[src/rtl/txcmd_pkg.sv]
package txcmd_pkg;

    localparam int LEN_W  = 16;
    localparam int STAT_W = 32;

    localparam logic [3:0] CMD_TX_NORMAL = 4'b0100;
    localparam logic [3:0] CMD_TX_NOPAD  = 4'b0101;
    localparam logic [3:0] CMD_TX_NOFCS  = 4'b0110;

    typedef struct packed {
        logic valid;
        logic no_pad;
        logic no_fcs;
    } tx_opt_t;

    typedef struct packed {
        logic [LEN_W-1:0] len;
        logic [7:0]       page_byte;
    } tx_prm_t;

    typedef enum logic [1:0] {
        POS_LEN_HI = 2'd0,
        POS_LEN_LO = 2'd1,
        POS_PAGE   = 2'd2,
        POS_FULL   = 2'd3
    } prm_pos_t;

    typedef enum logic [1:0] {
        ST_IDLE = 2'd0,
        ST_TX   = 2'd1,
        ST_WB   = 2'd2,
        ST_FLAG = 2'd3
    } tx_state_t;

    function automatic tx_opt_t decode_cmd(input logic [3:0] code);
        tx_opt_t o;
        o = '0;
        unique case (code)
            CMD_TX_NORMAL: o.valid = 1'b1;
            CMD_TX_NOPAD: begin o.valid = 1'b1; o.no_pad = 1'b1; end
            CMD_TX_NOFCS: begin o.valid = 1'b1; o.no_fcs = 1'b1; end
            default: o = '0;
        endcase
        return o;
    endfunction

    function automatic prm_pos_t next_pos(input prm_pos_t p);
        return (p == POS_FULL) ? POS_FULL : prm_pos_t'(p + 2'd1);
    endfunction

endpackage

[src/rtl/txcmd_prm_seq.sv]
module txcmd_prm_seq
    import txcmd_pkg::*;
(
    input  logic            clk,
    input  logic            rst,
    input  logic            busy,
    input  logic            prm_we,
    input  logic [7:0]      prm_wdata,
    input  logic            cmd_we,
    output tx_prm_t         prm,
    output logic            prm_full
);

    prm_pos_t pos;
    tx_prm_t  prm_q;

    always_ff @(posedge clk) begin
        if (rst) begin
            pos   <= POS_LEN_HI;
            prm_q <= '0;
        end else if (!busy) begin
            if (cmd_we) begin
                pos <= POS_LEN_HI;
            end else if (prm_we) begin
                unique case (pos)
                    POS_LEN_HI: prm_q.len[15:8]  <= prm_wdata;
                    POS_LEN_LO: prm_q.len[7:0]   <= prm_wdata;
                    POS_PAGE:   prm_q.page_byte  <= prm_wdata;
                    default:    prm_q            <= prm_q;
                endcase
                pos <= next_pos(pos);
            end
        end
    end

    assign prm      = prm_q;
    assign prm_full = (pos == POS_FULL);

    // nothing moves the byte position while a transmission is running
    assert_pos_frozen_R8: assert property (@(posedge clk) disable iff (rst)
        $past(busy) && !$past(rst) |-> $stable(pos));

    // a command write always returns the position to the first byte
    assert_cmd_resets_pos_R6: assert property (@(posedge clk) disable iff (rst)
        cmd_we && !busy |=> pos == POS_LEN_HI);

endmodule

[src/rtl/txcmd_fsm.sv]
module txcmd_fsm
    import txcmd_pkg::*;
#(
    parameter int PAGE_W          = 8,
    parameter int PAGE_WORDS_LOG2 = 6,
    localparam int ADDR_W         = PAGE_W + PAGE_WORDS_LOG2
) (
    input  logic                clk,
    input  logic                rst,
    input  logic                cmd_we,
    input  logic [3:0]          cmd_wdata,
    input  tx_prm_t             prm,
    input  logic                prm_full,
    input  logic                eng_done,
    input  logic [STAT_W-1:0]   eng_status,
    input  logic                stat_gnt,
    input  logic                flag_we,
    input  logic                flag_wdata,
    output logic                busy,
    output logic                eng_start,
    output logic [LEN_W-1:0]    eng_len,
    output logic [PAGE_W-1:0]   eng_page,
    output logic                eng_no_pad,
    output logic                eng_no_fcs,
    output logic                stat_req,
    output logic [ADDR_W-1:0]   stat_addr,
    output logic [STAT_W-1:0]   stat_data,
    output logic                tx_flag
);

    tx_state_t          state;
    tx_opt_t            opt;
    tx_opt_t            opt_q;
    logic               accept;
    logic               start_q;
    logic               flag_q;
    logic [LEN_W-1:0]   len_q;
    logic [PAGE_W-1:0]  page_q;
    logic [STAT_W-1:0]  stat_q;

    assign opt    = decode_cmd(cmd_wdata);
    assign accept = (state == ST_IDLE) && cmd_we && opt.valid && prm_full;

    always_ff @(posedge clk) begin
        if (rst) begin
            state   <= ST_IDLE;
            start_q <= 1'b0;
            opt_q   <= '0;
            len_q   <= '0;
            page_q  <= '0;
            stat_q  <= '0;
        end else begin
            start_q <= accept;
            unique case (state)
                ST_IDLE: if (accept) begin
                    len_q  <= prm.len;
                    page_q <= prm.page_byte[PAGE_W-1:0];
                    opt_q  <= opt;
                    state  <= ST_TX;
                end
                ST_TX: if (eng_done) begin
                    stat_q <= eng_status;
                    state  <= ST_WB;
                end
                ST_WB:   if (stat_gnt) state <= ST_FLAG;
                ST_FLAG: state <= ST_IDLE;
                default: state <= ST_IDLE;
            endcase
        end
    end

    always_ff @(posedge clk) begin
        if (rst) begin
            flag_q <= 1'b0;
        end else if (state == ST_FLAG) begin
            flag_q <= 1'b1;
        end else if (flag_we && !flag_wdata) begin
            flag_q <= 1'b0;
        end
    end

    assign busy       = (state != ST_IDLE);
    assign eng_start  = start_q;
    assign eng_len    = len_q;
    assign eng_page   = page_q;
    assign eng_no_pad = opt_q.no_pad;
    assign eng_no_fcs = opt_q.no_fcs;
    assign stat_req   = (state == ST_WB);
    assign stat_addr  = {page_q, {PAGE_WORDS_LOG2{1'b0}}};
    assign stat_data  = stat_q;
    assign tx_flag    = flag_q;

    // launch pulse lasts a single cycle
    assert_start_single_R3: assert property (@(posedge clk) disable iff (rst)
        eng_start |=> !eng_start);

    // a launch only follows an idle cycle
    assert_start_from_idle_R8: assert property (@(posedge clk) disable iff (rst)
        eng_start |-> !$past(busy) && busy);

    // the flag rises two cycles after the granted status write
    assert_flag_after_write_R11: assert property (@(posedge clk) disable iff (rst)
        $rose(tx_flag) && !$past(rst, 2) |-> $past(stat_gnt, 2));

    // both option bits never asserted together
    assert_opts_exclusive_R4: assert property (@(posedge clk) disable iff (rst)
        !(eng_no_pad && eng_no_fcs));

    // clearing write takes effect unless a new completion sets the flag
    assert_flag_clear_R12: assert property (@(posedge clk) disable iff (rst)
        flag_we && !flag_wdata && state != ST_FLAG |=> !tx_flag);

endmodule

[src/rtl/txcmd_mem_arb.sv]
module txcmd_mem_arb
    import txcmd_pkg::*;
#(
    parameter int ADDR_W     = 14,
    parameter int STARVE_LIM = 4,
    localparam int CNT_W     = $clog2(STARVE_LIM + 1)
) (
    input  logic                clk,
    input  logic                rst,
    input  logic                host_req,
    input  logic                host_we,
    input  logic [ADDR_W-1:0]   host_addr,
    input  logic [STAT_W-1:0]   host_wdata,
    output logic                host_stall,
    input  logic                stat_req,
    input  logic [ADDR_W-1:0]   stat_addr,
    input  logic [STAT_W-1:0]   stat_data,
    output logic                stat_gnt,
    output logic                mem_en,
    output logic                mem_we,
    output logic [ADDR_W-1:0]   mem_addr,
    output logic [STAT_W-1:0]   mem_wdata
);

    logic [CNT_W-1:0] wait_cnt;
    logic             starved;

    assign starved    = (wait_cnt == CNT_W'(STARVE_LIM));
    assign stat_gnt   = stat_req && (!host_req || starved);
    assign host_stall = host_req && stat_gnt;

    always_ff @(posedge clk) begin
        if (rst) begin
            wait_cnt <= '0;
        end else if (!stat_req || stat_gnt) begin
            wait_cnt <= '0;
        end else if (host_req) begin
            wait_cnt <= wait_cnt + 1'b1;
        end
    end

    always_comb begin
        mem_en    = host_req || stat_gnt;
        mem_we    = host_we;
        mem_addr  = host_addr;
        mem_wdata = host_wdata;
        if (stat_gnt) begin
            mem_we    = 1'b1;
            mem_addr  = stat_addr;
            mem_wdata = stat_data;
        end
    end

    // the wait counter never passes its limit
    assert_wait_bounded_R10: assert property (@(posedge clk) disable iff (rst)
        wait_cnt <= CNT_W'(STARVE_LIM));

    // the host is stalled only by a pending status write
    assert_stall_cause_R10: assert property (@(posedge clk) disable iff (rst)
        host_stall |-> stat_req);

    // with the host idle, a pending status write goes through at once
    assert_idle_grant_R9: assert property (@(posedge clk) disable iff (rst)
        stat_req && !host_req |-> stat_gnt);

    // one status write per completion
    assert_single_write_R9: assert property (@(posedge clk) disable iff (rst)
        stat_gnt |=> !stat_req);

endmodule

[src/rtl/txcmd_ctrl.sv]
module txcmd_ctrl
    import txcmd_pkg::*;
#(
    parameter int PAGE_W          = 8,
    parameter int PAGE_WORDS_LOG2 = 6,
    parameter int STARVE_LIM      = 4,
    localparam int ADDR_W         = PAGE_W + PAGE_WORDS_LOG2
) (
    input  logic                clk,
    input  logic                rst,
    input  logic                prm_we,
    input  logic [7:0]          prm_wdata,
    input  logic                cmd_we,
    input  logic [3:0]          cmd_wdata,
    input  logic                flag_we,
    input  logic                flag_wdata,
    input  logic                irq_en,
    input  logic                host_req,
    input  logic                host_we,
    input  logic [ADDR_W-1:0]   host_addr,
    input  logic [31:0]         host_wdata,
    output logic                host_stall,
    input  logic                eng_done,
    input  logic [31:0]         eng_status,
    output logic                eng_start,
    output logic [15:0]         eng_len,
    output logic [PAGE_W-1:0]   eng_page,
    output logic                eng_no_pad,
    output logic                eng_no_fcs,
    output logic                busy,
    output logic                tx_flag,
    output logic                irq,
    output logic                mem_en,
    output logic                mem_we,
    output logic [ADDR_W-1:0]   mem_addr,
    output logic [31:0]         mem_wdata
);

    tx_prm_t            prm;
    logic               prm_full;
    logic               stat_req;
    logic               stat_gnt;
    logic [ADDR_W-1:0]  stat_addr;
    logic [STAT_W-1:0]  stat_data;

    txcmd_prm_seq u_seq (
        .clk       (clk),
        .rst       (rst),
        .busy      (busy),
        .prm_we    (prm_we),
        .prm_wdata (prm_wdata),
        .cmd_we    (cmd_we),
        .prm       (prm),
        .prm_full  (prm_full)
    );

    txcmd_fsm #(
        .PAGE_W          (PAGE_W),
        .PAGE_WORDS_LOG2 (PAGE_WORDS_LOG2)
    ) u_fsm (
        .clk        (clk),
        .rst        (rst),
        .cmd_we     (cmd_we),
        .cmd_wdata  (cmd_wdata),
        .prm        (prm),
        .prm_full   (prm_full),
        .eng_done   (eng_done),
        .eng_status (eng_status),
        .stat_gnt   (stat_gnt),
        .flag_we    (flag_we),
        .flag_wdata (flag_wdata),
        .busy       (busy),
        .eng_start  (eng_start),
        .eng_len    (eng_len),
        .eng_page   (eng_page),
        .eng_no_pad (eng_no_pad),
        .eng_no_fcs (eng_no_fcs),
        .stat_req   (stat_req),
        .stat_addr  (stat_addr),
        .stat_data  (stat_data),
        .tx_flag    (tx_flag)
    );

    txcmd_mem_arb #(
        .ADDR_W     (ADDR_W),
        .STARVE_LIM (STARVE_LIM)
    ) u_arb (
        .clk        (clk),
        .rst        (rst),
        .host_req   (host_req),
        .host_we    (host_we),
        .host_addr  (host_addr),
        .host_wdata (host_wdata),
        .host_stall (host_stall),
        .stat_req   (stat_req),
        .stat_addr  (stat_addr),
        .stat_data  (stat_data),
        .stat_gnt   (stat_gnt),
        .mem_en     (mem_en),
        .mem_we     (mem_we),
        .mem_addr   (mem_addr),
        .mem_wdata  (mem_wdata)
    );

    assign irq = tx_flag && irq_en;

    // outputs quiet in the cycle after reset
    assert_reset_quiet_R1: assert property (@(posedge clk)
        $past(rst) |-> !busy && !tx_flag && !eng_start);

endmodule

[config.mk]
export PLATFORM = sky130hd
export DESIGN_NAME = txcmd_ctrl
export DESIGN_NICKNAME = d
export VERILOG_FILES = /design/src/rtl/txcmd_pkg.sv /design/src/rtl/txcmd_prm_seq.sv /design/src/rtl/txcmd_fsm.sv /design/src/rtl/txcmd_mem_arb.sv /design/src/rtl/txcmd_ctrl.sv
export SDC_FILE = /design/constraint.sdc
export NUM_CORES = 1
export LEC_CHECK = 0
export BUFFER_PORTS_ARGS = -buffer_cell sky130_fd_sc_hd__clkbuf_2
export CORE_MARGIN = 2
export CORE_UTILIZATION = 45
export CTS_CLUSTER_SIZE = 10
export DETAILED_ROUTE_END_ITERATION = 16
export GPL_TIMING_DRIVEN = 0
export MAX_ROUTING_LAYER = met4
export PLACE_DENSITY = 0.77
export SYNTH_ARGS = -nofsm -noshare
export SYNTH_HDL_FRONTEND = slang
export SYNTH_HIERARCHICAL = 1
export SYNTH_SLANG_ARGS = --single-unit
[constraint.sdc]
create_clock -name clk -period 3.9 [get_ports clk]
set_clock_uncertainty 0.2 [all_clocks]
set_input_delay 0.195 -clock clk [delete_from_list [all_inputs] [get_ports clk]]
set_output_delay 0.195 -clock clk [all_outputs]
set_load 0.005 [all_outputs]
==> flow_summary.ini <==
[status]
status = finished, final reports clean

[power]
power_frac_comb_pct = 22.7
ir_drop_mv = 0.205
cell_internal_pwr_w = 0.00149
switching_share_pct = 29.8
power_frac_seq_pct = 48.6
clkPwrFrac_pct = 28.7
p_per_area_mw_per_mm2 = 349
p_switching_w = 0.000632
leakagePower_nw = 3.04

[logic_synthesis]
yosys.area.top_type = dfxtp_1
synth-compound-area-share_pct = 6.05
synthSimpleGateAreaFrac_pct = 17.9
synth.distinct_cells = 42
synth-adder-area-share_pct = 2.02
synthXorXnorAreaFrac_pct = 0
yosys_warnings = 6
synth_commonest_cells = dfxtp_1 (91), nand2_1 (68), mux2i_1 (48), a21oi_1 (37), nand2b_1 (36)
synth_seq_area_share_pct = 41.9
synth_area_leaders = dfxtp_1 (42%), mux2i_1 (11%), mux2_2 (7.3%)
synthMuxAreaShare_pct = 24.5
synth_top_family_by_area = multiplexers
syn_inst = 449
synth_area_mm2 = 0.00434
async_flop_share_pct = 0
synth_top_area_share_pct = 41.9
synth_edf_count = 0
ys_seq_elements = 91
synth.most_common_cell = dfxtp_1
ys.flop_type = dfxtp_1
syn_avg_cell_area_um2 = 9.67

[route]
detail-route-antenna-nets = 0
via_per_inst = 4.77
vias = 3932
dr.pass1.iters = 4
drc = 0
drt-wirelength-per-cell_um = 14.4
drt_iter0_markers = 124
finalWirelength_um = 11900

[sta]
finalSetupViolCount = 0
fin_crit_sh_pct = 65.0
grt_setup_unrepaired = no
period_minus_slack_ns = 2.54
holdWs_ns = 0.0648
tns_ns = 0
setup_slack_ns = 1.36
fmax_mhz = 394
tightest_slew_ns = 0.596
slew_headroom_pct = 60.0
drv_slew = 0
hold_violations = 0

[clock_network]
clock-sinks = 91
clk_pin_slew_ns = 0.10
cts_setup_buffers = 0
tritoncts = built
cts-root-buf = clkbuf_8
cts.path.max_buffers = 2
hold_buffers = 47
htree_levels = 3
cts_resized = 0
numCtsBuffers = 9
insertion_delay_ns = 0.36

[final_layout]
drive_gt1_share_pct = 39.4
multiInputGateArea_mm2 = 0.00222
antennaDiodeCount = 0
design_area_mm2 = 0.00607
seq_area_mm2 = 0.00182
nNetsFinal = 797
post-route-util_pct = 65.4
area_growth_syn_to_layout_pct = 39.8
n_fill_cell = 755

[floorplan]
die_area_mm2 = 0.0105
num_rows = 35
fp.dieH_um = 102
start_util_pct = 46.8
io_pins = 179
core_mm2 = 0.00928
die_x_um = 102

[critical_path]
reg2reg_slack_ns = 1.60
end_kind = primary output
critPathMaxFanout = 10
r2r_end = u_fsm/state[0]
cp.required_ns = 3.50
arrival_ns = 2.14
endpoint = mem_wdata[26]
crit_path_start = u_arb/wait_cnt[0]
critPathKind = reg -> out
timing.rr.start = u_fsm/state[0]
reg2reg_depth = 10
critPathLaunchType = register

[global_route]
gr-usage-all-layers_pct = 23.2
grt_max_degree = 17
grt_first_pass_wirelength_um = 18400
antenna_found_initial = 0
grt_pass1_vias = 3993
grt-ovfl-total = 0

[place]
gp_congestion = 0.792
portBuffers = 178
dp_hpwl_um = 8500
pre_cts_slack_ns = 1.59
placed_cell_area_mm2 = 0.00541

[job]
cap_violations = 0

[min_path]
holdCritPathClass = in -> reg
-- final cells by class --
| cell class | count | share of cell area (%) |
|---|---|---|
| tap | 129 | 2.66 |
| buffer | 40 | 4.60 |
| sequential | 91 | 30.0 |
| multi-input combinational | 311 | 36.5 |
| clock buffer | 11 | 2.33 |
| clock inverter | 5 | 0.742 |
| timing repair buffer | 225 | 22.4 |
| inverter | 12 | 0.742 |
-- cell families (layout without fill, tap and decap cells) --
kind of cell,Yosys count,after routing
simple gates,158,158
mux,94,94
flops,91,91
buf+inv,52,293
compound gates,46,46
fa+ha+maj,7,7
other cells,1,6
-- routing by layer --
metal / up-vias / wire [um] / part of all wire, % / GRT usage (%)
li1: 1954 / - / - / -
met5: - / 0 / 0 / -
met4: 0 / 274 / 2.3 / 9.13
met2: 136 / 6190 / 52 / 42.5
met1: 1819 / 4910 / 41 / 24.9
met3: 23 / 507 / 4.3 / 3.97
-- power groups by stage --
stage | sequential (W) | combinational (W) | clock [W]
3_5_place_dp | 0.00105 | 0.000435 | 0
3_3_place_gp | 0.00105 | 0.000420 | 0
5_1_grt | 0.00104 | 0.000532 | 0.000662
2_1_floorplan | 0.00104 | 0.000286 | 0
6_report | 0.00103 | 0.000482 | 0.000608
4_1_cts | 0.00103 | 0.000476 | 0.000623
-- through the flow --
stage,cells,total power (W)
CTS,824,0.00213
global placement,761,0.00147
floorplan,454,0.00132
global route,824,0.00223
finish,824,0.00212
detailed placement,761,0.00149
-- flip-flops by register name, indices dropped and copies added, names as in the netlist --
register	flops
u_seq/pos	2
u_fsm/stat_data	32
u_fsm/tx_flag	1
u_fsm/state	2
u_seq/prm	24
u_fsm/eng_start	1
u_arb/wait_cnt	3
u_fsm/eng_no_fcs	1
u_fsm/eng_no_pad	1
u_fsm/eng_page	8
u_fsm/eng_len	16
-- how the worst min path moves through the flow --
stage                    from                  end  depth (start not counted)
2_1_floorplan             rst    u_arb/wait_cnt[1]                          1
3_3_place_gp    eng_status[3]   u_fsm/stat_data[3]                          3
3_5_place_dp   eng_status[15]  u_fsm/stat_data[15]                          3
4_1_cts                cmd_we         u_seq/pos[1]                          4
5_1_grt                cmd_we        u_seq/prm[17]                          3
6_report               cmd_we        u_seq/prm[17]                          3
-- cells in the final DEF (no fill, tap or decap), types with 6 or more instances in the layout --
master,n
clkbuf_2,178
dfxtp_1,91
nand2_1,68
mux2i_1,48
dlygate4sd3_1,47
a21oi_1,37
nand2b_1,36
nor2_1,31
mux2_2,28
mux2_4,18
buf_4,16
clkbuf_1,15
inv_1,12
clkbuf_8,10
ha_1,7
conb_1,6
-- critical path: stages, from the launching register on --
cell      delay (ns)
dfxtp_1         0.38
inv_1           0.07
ha_1            0.21
and2_4          0.18
o21ai_4         0.16
buf_6           0.20
buf_12          0.16
mux2_4          0.31
clkbuf_2        0.11
(Power assumes the default switching activity.)
